$ cat config.mk
export PLATFORM = sky130hd
export DESIGN_NAME = hz_bypass_ctl
export DESIGN_NICKNAME = d
export VERILOG_FILES = /design/src/rtl/hz_pkg.sv /design/src/rtl/hz_src_match.sv /design/src/rtl/hz_opnd_mux.sv /design/src/rtl/hz_bypass_ctl.sv
export SDC_FILE = /design/constraint.sdc
export NUM_CORES = 1
export LEC_CHECK = 0
export BUFFER_PORTS_ARGS = -buffer_cell sky130_fd_sc_hd__buf_2
export CAP_MARGIN = 10
export CELL_PAD_IN_SITES_DETAIL_PLACEMENT = 0
export CELL_PAD_IN_SITES_GLOBAL_PLACEMENT = 1
export CORE_MARGIN = 1.5
export CORE_UTILIZATION = 29
export DETAILED_ROUTE_END_ITERATION = 12
export PLACE_DENSITY_LB_ADDON = 0.1
export SETUP_SLACK_MARGIN = 0.02
export SYNTH_ARGS = -nofsm -noshare
export SYNTH_HDL_FRONTEND = slang
export SYNTH_SLANG_ARGS = --single-unit
$ cat constraint.sdc
create_clock -name clk -period 1.7 [get_ports clk]
set_input_delay 0.085 -clock clk [delete_from_list [all_inputs] [get_ports clk]]
set_output_delay 0.085 -clock clk [all_outputs]
set_load 0.01 [all_outputs]
$ cat src/rtl/hz_pkg.sv
package hz_pkg;
  typedef enum logic [1:0] {
    SRC_RF = 2'd0,
    SRC_EX = 2'd1,
    SRC_MA = 2'd2
  } src_sel_e;
endpackage

$ cat src/rtl/hz_src_match.sv
// Per-source comparison against the two downstream producers.
module hz_src_match
  import hz_pkg::*;
#(
  parameter int REG_W = 5
) (
  input  logic [REG_W-1:0] rs,
  input  logic             ex_valid,
  input  logic             ex_wen,
  input  logic             ex_load,
  input  logic [REG_W-1:0] ex_rd,
  input  logic             ma_valid,
  input  logic             ma_wen,
  input  logic [REG_W-1:0] ma_rd,
  output src_sel_e         sel,
  output logic             load_hit
);
  logic rs_live;
  logic ex_hit;
  logic ma_hit;

  assign rs_live  = (rs != '0);
  assign ex_hit   = rs_live && ex_valid && ex_wen && (ex_rd == rs);
  assign ma_hit   = rs_live && ma_valid && ma_wen && (ma_rd == rs);
  assign load_hit = ex_hit && ex_load;

  always_comb begin
    if (ex_hit && !ex_load) begin
      sel = SRC_EX;
    end else if (ma_hit) begin
      sel = SRC_MA;
    end else begin
      sel = SRC_RF;
    end
  end
endmodule

$ cat src/rtl/hz_opnd_mux.sv
// Three-way operand selector.
module hz_opnd_mux
  import hz_pkg::*;
#(
  parameter int XLEN = 32
) (
  input  src_sel_e        sel,
  input  logic [XLEN-1:0] rf_data,
  input  logic [XLEN-1:0] ex_data,
  input  logic [XLEN-1:0] ma_data,
  output logic [XLEN-1:0] opnd
);
  always_comb begin
    unique case (sel)
      SRC_EX:  opnd = ex_data;
      SRC_MA:  opnd = ma_data;
      default: opnd = rf_data;
    endcase
  end
endmodule

$ cat src/rtl/hz_bypass_ctl.sv
// Decode-stage operand bypass selection and load-use interlock.
module hz_bypass_ctl
  import hz_pkg::*;
#(
  parameter int NREGS = 32,
  parameter int XLEN  = 32,
  parameter int REG_W = $clog2(NREGS)
) (
  input  logic             clk,
  input  logic             rst_n,
  input  logic             d_valid,
  input  logic [REG_W-1:0] d_rs1,
  input  logic [REG_W-1:0] d_rs2,
  input  logic [XLEN-1:0]  rf_rdata1,
  input  logic [XLEN-1:0]  rf_rdata2,
  input  logic             ex_valid,
  input  logic             ex_wen,
  input  logic             ex_load,
  input  logic [REG_W-1:0] ex_rd,
  input  logic [XLEN-1:0]  ex_result,
  input  logic             ma_valid,
  input  logic             ma_wen,
  input  logic [REG_W-1:0] ma_rd,
  input  logic [XLEN-1:0]  ma_result,
  output logic [1:0]       sel_a,
  output logic [1:0]       sel_b,
  output logic             stall,
  output logic             bubble,
  output logic             x_valid,
  output logic [XLEN-1:0]  x_op_a,
  output logic [XLEN-1:0]  x_op_b
);
  localparam int NSRC = 2;

  logic [REG_W-1:0] rs_w    [NSRC];
  logic [XLEN-1:0]  rf_w    [NSRC];
  src_sel_e         sel_w   [NSRC];
  logic [XLEN-1:0]  opnd_w  [NSRC];
  logic [XLEN-1:0]  opnd_q  [NSRC];
  logic [NSRC-1:0]  ld_hit;
  logic             bubble_q;
  logic             xv_q;

  assign rs_w[0] = d_rs1;
  assign rs_w[1] = d_rs2;
  assign rf_w[0] = rf_rdata1;
  assign rf_w[1] = rf_rdata2;

  for (genvar s = 0; s < NSRC; s++) begin : g_src
    hz_src_match #(.REG_W(REG_W)) u_match (
      .rs       (rs_w[s]),
      .ex_valid (ex_valid),
      .ex_wen   (ex_wen),
      .ex_load  (ex_load),
      .ex_rd    (ex_rd),
      .ma_valid (ma_valid),
      .ma_wen   (ma_wen),
      .ma_rd    (ma_rd),
      .sel      (sel_w[s]),
      .load_hit (ld_hit[s])
    );

    hz_opnd_mux #(.XLEN(XLEN)) u_mux (
      .sel     (sel_w[s]),
      .rf_data (rf_w[s]),
      .ex_data (ex_result),
      .ma_data (ma_result),
      .opnd    (opnd_w[s])
    );

    always_ff @(posedge clk) begin
      if (!rst_n) begin
        opnd_q[s] <= '0;
      end else begin
        opnd_q[s] <= opnd_w[s];
      end
    end
  end

  assign stall = d_valid && (|ld_hit);

  always_ff @(posedge clk) begin
    if (!rst_n) begin
      xv_q     <= 1'b0;
      bubble_q <= 1'b0;
    end else begin
      xv_q     <= d_valid && !stall;
      bubble_q <= stall;
    end
  end

  assign sel_a   = sel_w[0];
  assign sel_b   = sel_w[1];
  assign x_valid = xv_q;
  assign bubble  = bubble_q;
  assign x_op_a  = opnd_q[0];
  assign x_op_b  = opnd_q[1];
endmodule

==> impl_metrics.env <==
export IMPL_setup_worst_path_start_class="primary input"
export IMPL_endpoint_kind="primary output"
export IMPL_cp_data_required_time_ns=1.62
export IMPL_rsz0062_at_grt="true"
export IMPL_setup_viol=0
export IMPL_syn2layout_area_growth_pct=50.24
export IMPL_vias_per_cell=4.785
export IMPL_finalNonFillerCells=710
export IMPL_powerDensity_nw_per_um2=840.0
export IMPL_hold_start="ex_result[24]"
export IMPL_crit_start="d_rs2[0]"
export IMPL_slew_headroom_pct=71.58
export IMPL_clk_path_buf_depth=2
export IMPL_min_path_type="primary input to register"
export IMPL_dieArea_um2=12170
export IMPL_wl_per_cell_um=15.98
export IMPL_peakVddDrop_mv=0.3426
export IMPL_gr_total_overflow=0
export IMPL_synth_seq_area_share_pct=39.57
export IMPL_layout_drive_gt1_share_pct=49.03
export IMPL_path_class="primary input to primary output"
export IMPL_place_inst=693
export IMPL_antenna_found_initial=0
export IMPL_grt_pass1_vias=3319
export IMPL_finish_utilization_pct=44.32
export IMPL_grt_start_max_net_pins=67
export IMPL_cts_tree="yes"
export IMPL_max_cap_viol_count=0
export IMPL_drtAntennaViolNets=0
export IMPL_period_share_pct=94.69
export IMPL_critPathArrivalTime_ns=1.52
export IMPL_clkSinkCount=66
export IMPL_diodes=0
export IMPL_h_tree_depth=3
export IMPL_synth_area_um2=3339
export IMPL_numPortBuffers=226
export IMPL_dp_hpwl_um=8454
export IMPL_tightest_slew_ns=0.4225
export IMPL_routabilityCongestion=0.8009
export IMPL_grt_total_usage_pct=18.05
export IMPL_first_pass_iters=6
export IMPL_synth_top_area_share_pct=39.57
export IMPL_p_leak_nw=2.445
export IMPL_drtIter0Drc=82
export IMPL_floorplan_initialDensity_pct=29.50
export IMPL_grt_pass1_wl_um=16570
export IMPL_netlist_instances=342
export IMPL_drc=0
export IMPL_rows=39
export IMPL_routed_wl_um=11340
export IMPL_status="finished clean"
export IMPL_nNetsFinal=718
export IMPL_ios=227
export IMPL_clock_fmax_mhz=621.2
export IMPL_hold_slack_ns=0.04994
export IMPL_yosysTopAreaCell="dfxtp_1"
export IMPL_core_area_um2=11320
export IMPL_cts_buffers=9
export IMPL_nFillCells=1165
export IMPL_ys_seq_elements=66
export IMPL_clockRootBuffer="clkbuf_16"
export IMPL_syn_num_nets=498
export IMPL_crit_path_max_fanout=33
export IMPL_avgSynthCellArea_um2=9.764
export IMPL_slew_viol_final=0
export IMPL_die_w_um=110.3
export IMPL_worst_hold_path_num_cells=3
export IMPL_yosys_warnings=0
export IMPL_synthDistinctLibCells=29
export IMPL_hold_viol=0
export IMPL_clkTransAtPathRegs_ns=0.06
export IMPL_fin_crit_ns=1.610
export IMPL_via_count=3397
export IMPL_netlist_top_cells_area="dfxtp_1 (40%), mux2i_1 (19%), o31ai_1 (14%)"
export IMPL_die_h_um=110.3
==> report_power, final <==
part | switching [W] | internal (W)
clock | 0.000669 | 0.00121
sequential | 0.0000208 | 0.00164
combinational | 0.000346 | 0.000330
==> cells in the final DEF (no fill, tap or decap) <==
master,instances
a21oi_1,52
a21oi_2,13
and2_1,1
and3_1,1
buf_12,7
buf_2,226
buf_4,10
bufinv_16,1
clkbuf_1,1
clkbuf_16,9
clkbuf_8,2
clkinv_2,1
clkinvlp_4,2
dfxtp_1,66
dlygate4sd3_1,1
inv_1,1
mux2i_1,64
nand2_1,4
nand3_1,2
nand3_2,1
nand3b_1,1
nand4_1,2
nor2_1,4
nor2_4,1
nor2b_1,1
nor3_1,1
nor3_2,1
nor4_1,2
nor4_4,1
o31ai_1,64
or2_2,2
or3_4,1
or4_1,1
xnor2_1,11
xor2_1,9
==> worst paths after layout <==
kind | to | slack [ns]
setup / recovery | sel_b[1] | 0.09
hold / removal | opnd_q[0][24]$_SDFF_PN0_ | 0.05
==> state kept, by name, indices dropped and copies added, names as in the netlist <==
signal	count
bubble	1
opnd_q	64
x_valid	1
==> logic make-up after synthesis <==
kind of cell / after synthesis / synth area share (%)
and+or+nand+nor: 27 / 4.796
buffers and inverters: 36 / 5.620
DFF: 66 / 39.57
muxes: 64 / 19.18
xor gates and xnor gates: 20 / 5.245
AOI/OAI and AO/OA: 129 / 25.59
==> through the flow <==
stage	area, um2	setup TNS [ns]	power (W)	setup slack [ns]
6_report	5017	0	0.004215	0.09024
5_1_grt	5017	0	0.004416	0.01649
4_1_cts	5002	0	0.004286	0.04835
3_5_place_dp	4686	-0.4456	0.002366	-0.03704
3_3_place_gp	4686	-0.007249	0.002362	-0.007249
2_1_floorplan	3339	0	0.001993	0.1527
==> what timing repair did <==
action	in CTS	in global routing
hold buffers	1	0
endpoints found under the setup margin	0	2
gates resized for setup	0	3
endpoints found under the hold margin	1	0
buffers inserted	0	0
==> worst max-delay path: stages <==
cell and delay, ns:
buf_2 0.12, or4_1 0.57, nor2_4 0.16, nor4_4 0.07, buf_12 0.20, nor2b_1 0.16, buf_2 0.15
==> layer usage <==
layer	vias up	wire length [um]	track usage (%)
met5	-	0	0
met4	0	111	5.495
met3	7	1094	5.820
met2	145	5406	32.36
met1	1519	4731	20.25
li1	1726	-	-
==> layout make-up <==
type	count	area, um2	area share (%)
multi-input combinational	240	1851	36.88
timing repair buffer	244	1356	27.03
sequential	66	1321	26.33
clock buffer	12	256.5	5.112
tap	143	178.9	3.566
clock inverter	4	50.05	0.9975
inverter	1	3.754	0.07481
==> cell usage after synthesis, drive strengths merged <==
library cell / number
a21oi: 65
xor2: 9
mux2i: 64
nor2b: 1
or3: 1
and2: 1
or2: 2
nand3b: 1
nor4: 3
o31ai: 64
or4: 1
nand3: 3
xnor2: 11
nor3: 2
nor2: 5
clkbuf: 18
dfxtp: 66
inv: 1
buf: 17
and3: 1
nand4: 2
nand2: 4
Note: power is estimated with default switching activity, not from simulation.
